$ cat src/rtl/icap_pkg.sv
package icap_pkg;
    typedef enum logic [1:0] {
        ST_LOW  = 2'd0,
        ST_HIGH = 2'd1,
        ST_TOP  = 2'd2
    } lvl_state_t;

    localparam logic ADDR_LO = 1'b0;
    localparam logic ADDR_HI = 1'b1;
endpackage

$ cat src/rtl/icap_sync_filter.sv
module icap_sync_filter #(
    parameter int unsigned SYNC_STAGES = 2,
    parameter int unsigned FLT_DEPTH   = 4
) (
    input  logic clk,
    input  logic rst_n,
    input  logic din,
    input  logic flt_en,
    output logic level_o
);
    logic [SYNC_STAGES-1:0] sync_q;
    logic [FLT_DEPTH-1:0]   hist_q;
    logic                   flt_q;
    logic                   flt_next;
    logic                   sync_out;

    assign sync_out = sync_q[SYNC_STAGES-1];

    always_ff @(posedge clk or negedge rst_n) begin
        if (!rst_n) begin
            sync_q <= '0;
            hist_q <= '0;
            flt_q  <= 1'b0;
        end else begin
            sync_q <= {sync_q[SYNC_STAGES-2:0], din};
            hist_q <= {hist_q[FLT_DEPTH-2:0], sync_out};
            flt_q  <= flt_next;
        end
    end

    // output moves only when every stored sample agrees
    always_comb begin
        if (&hist_q)       flt_next = 1'b1;
        else if (~|hist_q) flt_next = 1'b0;
        else               flt_next = flt_q;
    end

    assign level_o = flt_en ? flt_next : sync_out;
endmodule

$ cat src/rtl/icap_edge_fsm.sv
module icap_edge_fsm
    import icap_pkg::*;
(
    input  logic clk,
    input  logic rst_n,
    input  logic top_mode,
    input  logic level,
    input  logic rise_sel,
    output logic cap_ld_o
);
    lvl_state_t state_q, state_d;

    always_ff @(posedge clk or negedge rst_n) begin
        if (!rst_n) state_q <= ST_LOW;
        else        state_q <= state_d;
    end

    always_comb begin
        state_d = state_q;
        unique case (state_q)
            ST_TOP:  if (!top_mode) state_d = level ? ST_HIGH : ST_LOW;
            ST_LOW:  if (top_mode) state_d = ST_TOP;
                     else if (level) state_d = ST_HIGH;
            ST_HIGH: if (top_mode) state_d = ST_TOP;
                     else if (!level) state_d = ST_LOW;
            default: state_d = ST_LOW;
        endcase
    end

    always_comb begin
        cap_ld_o = 1'b0;
        unique case (state_q)
            ST_LOW:  cap_ld_o = !top_mode && level && rise_sel;
            ST_HIGH: cap_ld_o = !top_mode && !level && !rise_sel;
            default: cap_ld_o = 1'b0;
        endcase
    end
endmodule

$ cat src/rtl/icap_regs.sv
module icap_regs
    import icap_pkg::*;
#(
    parameter int unsigned CNT_W = 16
) (
    input  logic               clk,
    input  logic               rst_n,
    input  logic [CNT_W-1:0]   cnt_i,
    input  logic               cap_ld,
    input  logic               top_mode,
    input  logic               wr_en,
    input  logic               rd_en,
    input  logic               addr,
    input  logic [CNT_W/2-1:0] wdata,
    input  logic               flag_clr,
    output logic [CNT_W-1:0]   cap_q,
    output logic [CNT_W/2-1:0] tmp_q,
    output logic               flag_o,
    output logic [CNT_W/2-1:0] rdata_o
);
    localparam int unsigned BYTE_W = CNT_W / 2;

    always_ff @(posedge clk or negedge rst_n) begin
        if (!rst_n) begin
            cap_q  <= '0;
            tmp_q  <= '0;
            flag_o <= 1'b0;
        end else begin
            if (cap_ld)
                cap_q <= cnt_i;
            else if (wr_en && addr == ADDR_LO && top_mode)
                cap_q <= {tmp_q, wdata};

            if (wr_en && addr == ADDR_HI)
                tmp_q <= wdata;
            else if (rd_en && addr == ADDR_LO)
                tmp_q <= cap_q[CNT_W-1:BYTE_W];

            if (cap_ld)        flag_o <= 1'b1;
            else if (flag_clr) flag_o <= 1'b0;
        end
    end

    always_comb begin
        if (!rd_en)               rdata_o = '0;
        else if (addr == ADDR_HI) rdata_o = tmp_q;
        else                      rdata_o = cap_q[BYTE_W-1:0];
    end
endmodule

$ cat src/rtl/icap_unit.sv
module icap_unit #(
    parameter int unsigned CNT_W       = 16,
    parameter int unsigned SYNC_STAGES = 2,
    parameter int unsigned FLT_DEPTH   = 4
) (
    input  logic               clk,
    input  logic               rst_n,
    input  logic [CNT_W-1:0]   cnt_i,
    input  logic               top_mode_i,
    input  logic               cap_pin_i,
    input  logic               cmp_out_i,
    input  logic               src_sel_i,
    input  logic               flt_en_i,
    input  logic               edge_rise_i,
    input  logic               bus_wr_i,
    input  logic               bus_rd_i,
    input  logic               bus_addr_i,
    input  logic [CNT_W/2-1:0] bus_wdata_i,
    output logic [CNT_W/2-1:0] bus_rdata_o,
    output logic               cap_flag_o,
    input  logic               flag_clr_i
);
    localparam int unsigned BYTE_W = CNT_W / 2;

    logic              evt_raw;
    logic              evt_level;
    logic              cap_ld;
    logic [CNT_W-1:0]  cap_q;
    logic [BYTE_W-1:0] tmp_q;

    // source mux sits ahead of the synchronizer, so a select change looks like an edge
    assign evt_raw = src_sel_i ? cmp_out_i : cap_pin_i;

    icap_sync_filter #(
        .SYNC_STAGES (SYNC_STAGES),
        .FLT_DEPTH   (FLT_DEPTH)
    ) u_filt (
        .clk     (clk),
        .rst_n   (rst_n),
        .din     (evt_raw),
        .flt_en  (flt_en_i),
        .level_o (evt_level)
    );

    icap_edge_fsm u_fsm (
        .clk      (clk),
        .rst_n    (rst_n),
        .top_mode (top_mode_i),
        .level    (evt_level),
        .rise_sel (edge_rise_i),
        .cap_ld_o (cap_ld)
    );

    icap_regs #(.CNT_W(CNT_W)) u_regs (
        .clk      (clk),
        .rst_n    (rst_n),
        .cnt_i    (cnt_i),
        .cap_ld   (cap_ld),
        .top_mode (top_mode_i),
        .wr_en    (bus_wr_i),
        .rd_en    (bus_rd_i),
        .addr     (bus_addr_i),
        .wdata    (bus_wdata_i),
        .flag_clr (flag_clr_i),
        .cap_q    (cap_q),
        .tmp_q    (tmp_q),
        .flag_o   (cap_flag_o),
        .rdata_o  (bus_rdata_o)
    );
endmodule

$ cat config.mk
export PLATFORM = sky130hd
export DESIGN_NAME = icap_unit
export DESIGN_NICKNAME = d
export VERILOG_FILES = /design/src/rtl/icap_pkg.sv /design/src/rtl/icap_sync_filter.sv /design/src/rtl/icap_edge_fsm.sv /design/src/rtl/icap_regs.sv /design/src/rtl/icap_unit.sv
export SDC_FILE = /design/constraint.sdc
export NUM_CORES = 1
export LEC_CHECK = 0
export BUFFER_PORTS_ARGS = -buffer_cell sky130_fd_sc_hd__buf_2
export CAP_MARGIN = 15
export CORE_UTILIZATION = 35
export DETAILED_ROUTE_END_ITERATION = 12
export GPL_TIMING_DRIVEN = 0
export PLACE_DENSITY = 0.59
export SYNTH_ARGS = -nofsm -noshare
export SYNTH_HDL_FRONTEND = slang
export SYNTH_SLANG_ARGS = --single-unit
$ cat constraint.sdc
create_clock -name clk -period 3.65 [get_ports clk]
set_clock_uncertainty 0.2 [all_clocks]
set_input_delay 0.1825 -clock clk [delete_from_list [all_inputs] [get_ports clk]]
set_output_delay 0.1825 -clock clk [all_outputs]
set_load 0.05 [all_outputs]
==> results.py <==
metrics = {
    "run_status": {
        "outcome": "completed",
    },
    "hold_path": {
        "hold_start": "bus_wdata_i[3]",
        "hold_path_class": "input pin to register",
    },
    "global_route": {
        "grt_pass1_wl_mm": 6.25,
        "grt_max_degree": 35,
        "grt_pass1_vias": 1330,
        "antenna_found_initial": 0,
        "grt_overflow": 0,
        "grt_util_all_layers_pct": 16.0,
    },
    "critical_path": {
        "required_ps": 3620,
        "arrival_ps": 2500,
        "cp-end-kind": "register",
        "rr_startpoint": "u_filt.hist_q[3]",
        "startpoint_type": "register",
        "setup.worst_path.start": "u_filt.hist_q[3]",
        "rrSetupSlack_ps": 1120,
        "cp_max_fo": 10,
        "critical_path_class": "register to register",
    },
    "clocking": {
        "cts_tree": "done",
        "clockRootBuffer": "clkbuf_8",
        "clkTransAtPathRegs_ps": 70,
        "cts_sinks": 34,
        "clockBufferDepth": 2,
        "clock_latency_ps": 290,
        "cts_setup_buffers": 0,
        "numCtsBuffers": 5,
        "cts_max_level": 2,
    },
    "pwr": {
        "pwr-share-seq_pct": 39.5,
        "switching_power_w": 0.000376,
        "p_per_area_nw_per_um2": 557,
        "p_leak_nw": 1.11,
        "p_comb_share_pct": 28.8,
        "power_w": 0.00136,
        "internal_power_w": 0.000981,
        "pwr-share-clk_pct": 31.7,
        "ir_drop_mv": 0.201,
        "switching_share_pct": 27.7,
    },
    "synth": {
        "syn-num-nets": 173,
        "synth-seq-cells": 34,
        "syn_inst": 137,
        "synth_cell_types": 27,
        "syn_avg_cell_area_um2": 13.0,
        "syn_area_um2": 1780,
        "ys_seq_area_share_pct": 47.9,
        "yosysWarningCount": 0,
    },
    "detailed_routing": {
        "ant_nets": 0,
        "postRouteWirelength_mm": 3.84,
        "drt_iter0_drc": 36,
        "num_vias": 1329,
        "drc": 0,
        "wl_per_cell_um": 13.9,
        "drt_first_pass_iters": 4,
        "viasPerCell": 4.82,
    },
    "timing": {
        "fmax_ghz": 0.395,
        "min_period_ps": 2530,
        "worst_pin_slew_ps": 737,
        "hold_viol_final": 0,
        "finalSetupViolations": 0,
        "relSlewSlack_pct": 50.9,
        "drv_slew": 0,
        "fin_crit_sh_pct": 69.4,
        "rsz0062_at_grt": "no",
        "fin_setup_tns_ps": 0,
    },
    "floorplanning": {
        "ios": 45,
        "core_um2": 4820,
        "die-area_um2": 5370,
        "die_w_um": 73.3,
        "rows": 25,
        "die-height_um": 73.3,
        "initial_utilization_pct": 36.9,
    },
    "final_layout": {
        "instances_no_fill": 276,
        "fin_util_pct": 50.5,
        "nNetsFinal": 244,
        "area_growth_pct": 36.9,
        "drive_gt1_share_pct": 42.6,
        "diodes": 0,
    },
    "placed_design": {
        "gp_congestion": 0.778,
        "dp_cells": 246,
        "io_buffers": 42,
    },
    "job": {
        "drv_cap": 0,
    },
}
-- registers in the layout, summed over array words and instances (netlist names) --
signal and flops:
u_regs.tmp_q 8, u_regs.cap_q 16, u_filt.sync_q 2, u_filt.hist_q 4, u_filt.flt_q 1, u_fsm.state_q 2, u_regs.flag_o 1
-- synthesized netlist by cell type --
| cell | n | area, um2 |
|---|---|---|
| buf_2 | 1 | 5.00 |
| or3b_1 | 1 | 8.76 |
| nor3_1 | 1 | 5.00 |
| o22ai_1 | 5 | 31.3 |
| o41ai_4 | 1 | 27.5 |
| a211oi_2 | 1 | 12.5 |
| a311oi_4 | 1 | 26.3 |
| a21boi_0 | 1 | 7.51 |
| buf_1 | 1 | 3.75 |
| o21ai_0 | 1 | 5.00 |
| nand3b_1 | 3 | 22.5 |
| inv_1 | 1 | 3.75 |
| clkbuf_1 | 3 | 11.3 |
| nand2_1 | 3 | 11.3 |
| mux2_4 | 9 | 135 |
| nand2b_1 | 1 | 6.26 |
| or4b_1 | 1 | 10.0 |
| buf_8 | 1 | 15.0 |
| dfrtp_1 | 34 | 851 |
| nor2b_1 | 11 | 68.8 |
| a2111oi_4 | 1 | 27.5 |
| mux2i_1 | 12 | 120 |
| mux2_2 | 24 | 270 |
| a21oi_1 | 3 | 15.0 |
| nand4_1 | 1 | 6.26 |
| nor2_1 | 11 | 41.3 |
| a211oi_1 | 4 | 30.0 |
-- cells in the final DEF, fill, tap and decap left out --
master	n
or4b_1	1
a21oi_1	3
a2111oi_4	1
dlygate4sd3_1	22
nor3_1	1
bufinv_16	2
o41ai_4	1
a311oi_4	1
nand4_1	1
clkbuf_1	3
clkbuf_8	6
nor2b_1	11
nand3b_1	3
nand2b_1	1
nor2_1	11
dfrtp_1	34
o21ai_0	1
inv_1	1
a211oi_2	1
nand2_1	3
buf_1	1
mux2_2	24
mux2_4	9
a21boi_0	1
or3b_1	1
o22ai_1	5
a211oi_1	4
mux2i_1	12
buf_2	43
buf_8	1
-- worst max-delay path, cell delays in order, from the launching register on --
cell and delay, ps:
dfrtp_1 420, o41ai_4 470, a211oi_2 150, a311oi_4 610
buf_8 250, mux2_4 310
-- cell type report --
type	instances	area (um2)
Inverter	1	3.75
Multi-Input combinational cell	96	888
Timing Repair Buffer	64	430
Clock buffer	6	82.6
Sequential cell	34	851
Clock inverter	2	60.1
Buffer	6	35.0
Tap cell	67	83.8
Fill cell	448	2380
-- metrics by stage --
stage                     worst slack (ps)  hold slack (ps)  instance area [um2]
after detailed placement              1090              102                 2070
after floorplan                       1380             -313                 1780
after CTS                             1060             5.36                 2430
after global placement                1120             86.0                 2070
after global routing                   997             9.75                 2430
final                                 1120             3.94                 2430
-- repair_timing --
action                                  CTS  global route
hold buffers                             22             0
endpoints found under the hold margin    54             0
resized for setup                         0             0
endpoints found under the setup margin    0             0
-- worst paths after layout --
kind                                    end  cells after the start
max                         u_regs.cap_q[4]                      5
min                         u_regs.tmp_q[3]                      3
max reg2reg                 u_regs.cap_q[4]                      5
min reg2reg                u_filt.sync_q[1]                      0
max in group asynchronous  u_regs.cap_q[13]                      2
min in group asynchronous   u_regs.tmp_q[2]                      2
-- power by group through the flow --
stage | logic (W) | registers, W | clock network (W)
5_1_grt | 0.000423 | 0.000552 | 0.000454
6_report | 0.000391 | 0.000536 | 0.000430
3_3_place_gp | 0.000365 | 0.000536 | 0
2_1_floorplan | 0.000294 | 0.000533 | 0
4_1_cts | 0.000397 | 0.000538 | 0.000440
3_5_place_dp | 0.000376 | 0.000546 | 0
-- routing by layer --
layer | part of all wire, % | wire, um | global-route usage, % | vias to the layer above
met1 | 45 | 1710 | 20.1 | 650
met5 | 0 | 0 | 0 | -
met3 | 3.9 | 148 | 4.12 | 6
li1 | - | - | - | 645
met2 | 50 | 1920 | 26.7 | 28
met4 | 1.4 | 55 | 5.23 | 0
-- cells by family (layout without fill, tap and decap cells) --
| kind of cell | count (synthesis) | count (layout) | synth area share (%) |
|---|---|---|---|
| buffers and inverters | 7 | 79 | 2.18 |
| AO/OA/AOI/OAI | 18 | 18 | 10.3 |
| AND/OR/NAND/NOR | 33 | 33 | 10.1 |
| multiplexers | 45 | 45 | 29.6 |
| flip-flops | 34 | 34 | 47.9 |
Note: power is estimated with default switching activity, not from simulation.
